**config.mk**
```make
export PLATFORM = sky130hd
export DESIGN_NAME = clk_stop_ctl
export DESIGN_NICKNAME = d
export VERILOG_FILES = /design/src/rtl/clk_stop_ctl.sv
export SDC_FILE = /design/constraint.sdc
export NUM_CORES = 1
export LEC_CHECK = 0
export ABC_AREA = 1
export ABC_CLOCK_PERIOD_IN_PS = 1300
export BUFFER_PORTS_ARGS = -buffer_cell sky130_fd_sc_hd__buf_2
export CAP_MARGIN = 40
export CORE_UTILIZATION = 45
export CTS_CLUSTER_DIAMETER = 150
export DETAILED_ROUTE_END_ITERATION = 12
export PLACE_DENSITY = 0.75
export SLEW_MARGIN = 40
export SYNTH_ARGS = -nofsm -noshare
export SYNTH_HDL_FRONTEND = slang
export SYNTH_SLANG_ARGS = --single-unit
```
**constraint.sdc**
```tcl
create_clock -name clk -period 1.3 [get_ports clk]
set_input_delay 0 -clock clk [delete_from_list [all_inputs] [get_ports clk]]
set_output_delay 0 -clock clk [all_outputs]
set_load 0.005 [all_outputs]
```
**src/rtl/clk_stop_ctl.sv**
```systemverilog
module clk_stop_ctl #(
  parameter int NCPU     = 2,
  parameter int NSE      = 2,
  parameter int NDF      = 2,
  parameter int CPU_HALF = 1,
  parameter int PCI_HALF = 3
) (
  input  logic              clk,
  input  logic              rst_n,
  input  logic              cpu_stop_n,
  input  logic              pci_stop_n,
  input  logic [NCPU-1:0]   cpu_free,
  input  logic [NCPU-1:0]   cpu_tri,
  input  logic [NSE-1:0]    pse_free,
  input  logic [NDF-1:0]    pdf_free,
  input  logic [NDF-1:0]    pdf_tri,
  output logic              cpu_ref,
  output logic              pci_ref,
  output logic [NCPU-1:0]   cpu_t,
  output logic [NCPU-1:0]   cpu_c,
  output logic [NCPU-1:0]   cpu_oe,
  output logic [2*NCPU-1:0] cpu_st,
  output logic [NSE-1:0]    pse_o,
  output logic [2*NSE-1:0]  pse_st,
  output logic [NDF-1:0]    pdf_t,
  output logic [NDF-1:0]    pdf_c,
  output logic [NDF-1:0]    pdf_oe,
  output logic [2*NDF-1:0]  pdf_st
);
  localparam int CW = $clog2(CPU_HALF + 1);
  localparam int PW = $clog2(PCI_HALF + 1);

  logic [CW-1:0]   cpu_cnt;
  logic [PW-1:0]   pci_cnt;
  logic            cpu_ph, pci_ph, cpu_run, pci_run, pci_req;
  logic [1:0]      cpu_sy, pci_sy;
  logic [NCPU-1:0] cpu_free_q, cpu_tri_q;
  logic [NSE-1:0]  pse_free_q;
  logic [NDF-1:0]  pdf_free_q, pdf_tri_q;

  logic cpu_wrap, cpu_fall, cpu_req, pci_wrap, pci_rise, pci_fall;
  assign cpu_wrap = cpu_cnt == CW'(CPU_HALF - 1);
  assign cpu_fall = cpu_wrap & cpu_ph;
  assign cpu_req  = cpu_sy[1];
  assign pci_wrap = pci_cnt == PW'(PCI_HALF - 1);
  assign pci_rise = pci_wrap & ~pci_ph;
  assign pci_fall = pci_wrap & pci_ph;
  assign cpu_ref  = cpu_ph;
  assign pci_ref  = pci_ph;

  always_ff @(posedge clk or negedge rst_n)
    if (!rst_n) begin
      cpu_cnt <= '0; cpu_ph <= 1'b0; cpu_sy <= 2'b00; cpu_run <= 1'b1;
      cpu_free_q <= '0; cpu_tri_q <= '0;
    end else begin
      cpu_cnt <= cpu_wrap ? '0 : cpu_cnt + CW'(1);
      if (cpu_wrap) cpu_ph <= ~cpu_ph;
      cpu_sy <= {cpu_sy[0], ~cpu_stop_n};
      if (cpu_fall) cpu_run <= ~cpu_req;
      if (cpu_run & ~cpu_req) begin
        cpu_free_q <= cpu_free;
        cpu_tri_q  <= cpu_tri;
      end
    end

  always_ff @(posedge clk or negedge rst_n)
    if (!rst_n) begin
      pci_cnt <= '0; pci_ph <= 1'b0; pci_sy <= 2'b00; pci_req <= 1'b0; pci_run <= 1'b1;
      pse_free_q <= '0; pdf_free_q <= '0; pdf_tri_q <= '0;
    end else begin
      pci_cnt <= pci_wrap ? '0 : pci_cnt + PW'(1);
      if (pci_wrap) pci_ph <= ~pci_ph;
      pci_sy <= {pci_sy[0], ~pci_stop_n};
      if (pci_rise) pci_req <= pci_sy[1];
      if (pci_fall) pci_run <= ~pci_req;
      if (pci_run & ~pci_req) begin
        pse_free_q <= pse_free;
        pdf_free_q <= pdf_free;
        pdf_tri_q  <= pdf_tri;
      end
    end

  assert_req_on_rise_R8: assert property (@(posedge clk) disable iff (!rst_n)
    ($rose(pci_req) || $fell(pci_req)) |-> $past(pci_rise));
  assert_stop_after_req_R9: assert property (@(posedge clk) disable iff (!rst_n)
    $fell(pci_run) |-> $past(pci_req));

  for (genvar i = 0; i < NCPU; i++) begin : g_cpu
    logic stp, hiz;
    assign stp = ~cpu_run & ~cpu_free_q[i];
    assign hiz = stp & cpu_tri_q[i] & cpu_req;
    assign cpu_t[i]  = cpu_ph & ~stp;
    assign cpu_c[i]  = ~hiz & ~cpu_t[i];
    assign cpu_oe[i] = ~hiz;
    assign cpu_st[2*i +: 2] = hiz ? 2'b10 : stp ? 2'b01 : 2'b00;

    assert_rise_on_ref_R6: assert property (@(posedge clk) disable iff (!rst_n)
      $rose(cpu_t[i]) |-> $rose(cpu_ph));
    assert_fall_on_ref_R6: assert property (@(posedge clk) disable iff (!rst_n)
      $fell(cpu_t[i]) |-> $fell(cpu_ph));
    assert_wake_parked_R5: assert property (@(posedge clk) disable iff (!rst_n)
      $rose(cpu_oe[i]) |-> (cpu_c[i] && !cpu_t[i]));
    assert_status_code_R11: assert property (@(posedge clk) disable iff (!rst_n)
      cpu_st[2*i +: 2] != 2'b11);
  end

  for (genvar i = 0; i < NSE; i++) begin : g_pse
    logic stp;
    assign stp = ~pci_run & ~pse_free_q[i];
    assign pse_o[i] = pci_ph & ~stp;
    assign pse_st[2*i +: 2] = stp ? 2'b01 : 2'b00;

    assert_pse_rise_R6: assert property (@(posedge clk) disable iff (!rst_n)
      $rose(pse_o[i]) |-> $rose(pci_ph));
    assert_pse_fall_R6: assert property (@(posedge clk) disable iff (!rst_n)
      $fell(pse_o[i]) |-> $fell(pci_ph));
  end

  for (genvar i = 0; i < NDF; i++) begin : g_pdf
    logic stp, hiz;
    assign stp = ~pci_run & ~pdf_free_q[i];
    assign hiz = stp & pdf_tri_q[i] & pci_req;
    assign pdf_t[i]  = pci_ph & ~stp;
    assign pdf_c[i]  = ~hiz & ~pdf_t[i];
    assign pdf_oe[i] = ~hiz;
    assign pdf_st[2*i +: 2] = hiz ? 2'b10 : stp ? 2'b01 : 2'b00;

    assert_pdf_rise_R6: assert property (@(posedge clk) disable iff (!rst_n)
      $rose(pdf_t[i]) |-> $rose(pci_ph));
    assert_pdf_wake_R5: assert property (@(posedge clk) disable iff (!rst_n)
      $rose(pdf_oe[i]) |-> (pdf_c[i] && !pdf_t[i]));
    assert_pdf_code_R11: assert property (@(posedge clk) disable iff (!rst_n)
      pdf_st[2*i +: 2] != 2'b11);
  end
endmodule

```
==> run metrics, run 1 <==
status finished with violations; failing checks negative setup slack; Reg power frac 0.562; CTS tree built; leakage power between 0.0008 and 0.0009 uW; DIE AREA about 0.0026 sq mm; Net Sw Frac 0.286; TritonCTS buffer count 3; GR Overflow Total 0; die height 50.8 um; Gate Count Post-Synth between 100 and 150; Setup Crit Path Kind reg2out; Min-Delay Path Class in2async; Max stage delay on crit path between 600 and 700 ps; total of max-cap violations 0; Die W 50.8 um; ratio of cells with drive above 1 in the final layout 0.393; CP Buf/Inv Count 2; top-area cell type share of the netlist area 0.444; Finished Cell Area between 0.001 and 0.0015 sq mm; cell internal pwr just under 1000 uW; RD Place Congestion 0.798; GR Util met2 0.351; PnR worst setup slack -33.3 ps; WP data arrival roughly 1300 ps; RSZ-0062 raised after global routing true; grt met3 use 0.0212; vias 957; Final Skew approximately 2.6 ps; DP Area approximately 0.0012 sq mm; Setup crit start kind flop; Synth Register Bits 21; Clock H-tree levels 1; cells along the critical path buf_12 -> nor2_4 -> nor2_1 -> buf_2; Initial Utilization 0.480; drt first pass iters 4; final HPWL from detailed placement around 1500 um; Remaining DRCs 0; gr usage total 0.197; Yosys top cell by area dfrtp_1; clk slew on worst S/H paths 110 ps; CP required 1300 ps; Synth Warn # 0; Final Hold Viols 0; Root Buffer clkbuf_4; initial antenna violation count 0; vias in the first global route 902; TritonCTS Sinks 21; Crit. End Element output port; Routed Antenna Nets 0; first-pass GRT wire length 3740 um; largest net degree at the start of global routing 22; fin nets approximately 200; vias per cell about 4.5; drt wl/cell approximately 11 um; # IOs 42; Comb pwr share 0.214; synth-to-layout area growth 36.9%; P_sw just under 400 uW; worst-skew pair later-pin latency slightly below 300 ps; Clock Power Share 0.223; # port buffers 39; antenna cells 0; Crit Path Max Fanout 7; synth unique cells 17; clock buffer depth 2; final setup vio count 5; post-layout util 0.657; Top delay family on crit path flip-flops; final cell count without fillers between 200 and 250; Mapped Area roughly 0.0011 sq mm; routed wire length 2310 um; Fmax between 0.7 and 0.8 GHz; most crowded layer after global routing met2; synthesized area per cell just over 8 sq um; DP Cell Count 190; Rows 17; core area ~0.0022 sq mm; final period utilization 1.03; Max stage delay cell, worst path dfstp_2; global-route met1 utilization 0.234; register area share after synthesis 0.493; Final min period roughly 1300 ps; Power Density about 900 mW/mm^2; max-slew violations 0; initial DRC count 15; maximum vdd drop 0.634 mV; synth top area cells dfrtp_1 44%, nand2_1 14%, inv_1 6.3%, nand3_1 5.6%, buf_4 5.6%
==> cells in the final DEF (no fill, tap or decap) <==
master	Yosys	final
nand2_2	2	1
clkbuf_4	0	3
buf_12	0	1
inv_1	18	16
conb_1	1	2
dfrtp_1	19	19
nor2_2	6	7
buf_2	0	38
nor2_4	4	7
nand2_4	1	3
o21ai_0	1	1
inv_2	2	4
buf_6	2	1
buf_4	8	3
inv_4	1	1
dlygate4sd3_1	0	13
nand2_1	39	38
nor2_1	12	8
nand3_1	12	12
clkinv_2	0	1
dfstp_2	2	2
nand4_1	2	2
==> sequential cells by signal, summed over array words and instances (netlist names) <==
register / count
pdf_tri_q: 2
cpu_sy: 2
pci_run: 1
pci_sy: 2
cpu_ref: 1
pci_ref: 1
pse_free_q: 2
cpu_run: 1
pci_cnt: 2
cpu_tri_q: 2
pdf_free_q: 2
pci_req: 1
cpu_free_q: 2
==> layer usage <==
metal,up-vias,share of wire
met4,0,0.0095
met3,2,0.026
met2,23,0.53
li1,487,-
met1,445,0.43
met5,-,0
==> worst paths after layout <==
kind / start / to / slack [ps] / cells past startpoint
min in group clk: cpu_sy[0] / cpu_sy[1] / 360 / 0
worst min-delay path: rst_n / cpu_sy[1] / 160 / 2
worst max-delay path: pci_run / pse_o[1] / -30 / 4
worst max register to register: pci_run / pse_free_q[0] / 190 / 4
worst min register to register: cpu_sy[0] / cpu_sy[1] / 360 / 0
max in group asynchronous: rst_n / pci_run / 800 / 2
==> layout make-up <==
class,instances,area (sq um)
clock buffers,3,22.5
clock inverters,1,5.00
fillers,181,767
inverters,21,81.3
multi-input cells,81,420
flip-flops and latches,21,528
well taps,28,35.0
repair buffers,56,374
==> power by group through the flow <==
stage / Clock [uW] / Combinational [uW] / Sequential (uW)
after global placement: 0 / 212 / 764
after detailed placement: 0 / 222 / 767
after global routing: 337 / 325 / 763
final: 301 / 289 / 758
after CTS: 310 / 278 / 752
after floorplan: 0 / 166 / 748
==> per-stage QoR <==
stage	setup TNS (ps)	setup slack (ps)	hold slack, ps	total power, uW
final	-104	-33.3	164	1350
after global routing	-879	-108	207	1420
after CTS	-70.9	-19.5	178	1340
after detailed placement	0	225	-32.1	988
after global placement	0	265	-29.2	976
after floorplan	0	347	-296	913
==> cell families after synthesis <==
kind of cell | Yosys count | synth area share
flip-flops | 21 | 0.493
AND/OR/NAND/NOR | 78 | 0.346
other | 1 | 0.00350
AO/OA/AOI/OAI | 1 | 0.00467
buffers and inverters | 31 | 0.153
==> Yosys cell counts (all sizes together) <==
| library cell | n |
|---|---|
| inv | 21 |
| dfstp | 2 |
| o21ai | 1 |
| nand3 | 12 |
| conb | 1 |
| nand4 | 2 |
| nand2 | 42 |
| nor2 | 22 |
| buf | 10 |
| dfrtp | 19 |
==> what timing repair did <==
| action | CTS | global route |
|---|---|---|
| pin swaps | 4 | 7 |
| buffers inserted | 4 | 0 |
| hold buffers | 13 | 0 |
| cloned | 0 | 0 |
| hold endpoints to repair | 33 | 0 |
| resized for setup | 5 | 8 |
| setup endpoints to repair | 14 | 20 |
Power figures use the tool's default switching activity.
==> run 2, diff against run 1 <==
- CORE_UTILIZATION: 45 -> 40
- PLACE_DENSITY: 0.75 -> 0.68
==> run metrics, run 2 (synthesis results as in run 1) <==
Crit. End Element output port; largest net degree at the start of global routing 22; critical path launch point cpu_run; final cell count without fillers around 220; Fmax between 0.7 and 0.8 GHz; Reg power frac 0.554; # port buffers 39; TritonCTS Sinks 21; DP Area roughly 0.0012 sq mm; clk slew on worst S/H paths 120 ps; failing checks negative setup slack; P_sw 396 uW; vias in the first global route about 840; Clock H-tree levels 1; Worst R2R Start cpu_run; drt wl/cell roughly 11 um; Clock Power Share 0.234; TritonCTS buffer count 3; gr usage total 0.174; clock buffer depth 2; cell internal pwr ~960 uW; final HPWL from detailed placement ~1500 um; most common cell after layout, fill and taps aside buf_2; Root Buffer clkbuf_4; DIE AREA 0.00289 sq mm; RSZ-0062 raised after global routing true; antenna cells 0; initial DRC count 11; die height approximately 54 um; most frequent cells in the layout 39 x buf_2, 38 x nand2_1, 19 x dfrtp_1; cell depth of the worst flop-to-flop path 5; Remaining DRCs 0; ratio of cells with drive above 1 in the final layout 0.403; CTS tree built; maximum vdd drop approximately 0.75 mV; vias about 960; final period utilization 1.00; DP Cell Count roughly 190; leakage power between 0.0008 and 0.0009 uW; WP data arrival 1300 ps; Setup crit start kind flop; FILL cells between 200 and 250; Final Hold Viols 0; PnR worst setup slack -1.26 ps; max-slew violations 0; Initial Utilization 0.428; Power Density 922 mW/mm^2; worst-skew pair later-pin latency around 300 ps; Min-Delay Path Class in2async; Final Skew between 6 and 7 ps; final setup vio count 1; vias per cell 4.46; Routed Antenna Nets 0; fin nets roughly 200; total of max-cap violations 0; core area ~0.0025 sq mm; routed wire length about 2300 um; Power Total 1360 uW; GR Overflow Total 0; Net Sw Frac 0.291; R2R Path End cpu_free_q[1]; drt first pass iters 4; # IOs 42; Setup Crit Path Kind reg2out; first-pass GRT wire length ~3500 um; initial antenna violation count 0; CP required 1300 ps; r2r setup slk around 50 ps; status finished with violations; Comb pwr share 0.212; Die W 53.7 um; RD Place Congestion approximately 0.8; Crit Path Max Fanout 4; Final min period around 1300 ps; Rows 18; synth-to-layout area growth 37.9%; Finished Cell Area 0.00148 sq mm
-- run 2: cell types whose count changed in the layout (fill, tap and decap cells not counted), sizes merged --
cell	before	now
buf	43	46
clkinv	1	0
clkinvlp	0	1
-- run 2: critical path, cell delays in order (launching register included) --
cell and delay (ps):
dfstp_2 650, inv_4 60, nand2_2 70, nor2_4 40, nor2_2 60, buf_2 110
-- run 2: through the flow --
stage / util / hold slack (ps) / TNS, ps / setup WS (ps)
after global placement: 0.490 / -28.9 / 0 / 261
final: 0.591 / 162 / -1.26 / -1.26
after floorplan: - / -296 / 0 / 347
after global routing: 0.591 / 188 / -500 / -69.5
after CTS: 0.577 / 171 / -2.47 / -2.47
after detailed placement: 0.490 / -25.6 / 0 / 223
-- run 2: power groups by stage --
stage | Clock (uW) | Sequential (uW) | Combinational [uW]
after global placement | 0 | 765 | 212
after floorplan | 0 | 748 | 166
final | 318 | 755 | 288
after CTS | 322 | 749 | 275
after detailed placement | 0 | 767 | 219
after global routing | 355 | 761 | 328
-- run 2: worst max-delay path by stage --
stage,end,slack (ps),cells past startpoint
3_3_place_gp,pdf_c[1],260,5
4_1_cts,cpu_c[0],-2,4
2_1_floorplan,cpu_free_q[1],350,4
6_report,cpu_c[0],-1,5
5_1_grt,pdf_c[1],-70,4
3_5_place_dp,pdf_c[0],220,5
-- run 2: per-layer routing --
layer | global-route usage | wire length, um | vias up
li1 | - | - | 494
met1 | 0.213 | 976 | 431
met2 | 0.286 | 1140 | 30
met3 | 0.0254 | 84 | 9
met4 | 0.105 | 80 | 0
met5 | 0 | 0 | -
-- run 2: timing repair --
| action | 4_1_cts | 5_1_grt |
|---|---|---|
| buffers inserted | 7 | 0 |
| setup endpoints to repair | 15 | 12 |
| endpoints found under the hold margin | 33 | 0 |
| resized for setup | 1 | 11 |
| pin swaps | 2 | 7 |
| hold buffers | 13 | 0 |
| cloned | 0 | 0 |
-- run 2: layout make-up --
cell class                 instances  area (sq um)  share of cell area
clock buffer                       3          22.5              0.0153
multi-input combinational         81           418               0.283
tap                               30          37.5              0.0254
timing repair buffer              59           382               0.258
sequential                        21           528               0.358
inverter                          21          81.3              0.0551
clock inverter                     1          7.51             0.00508
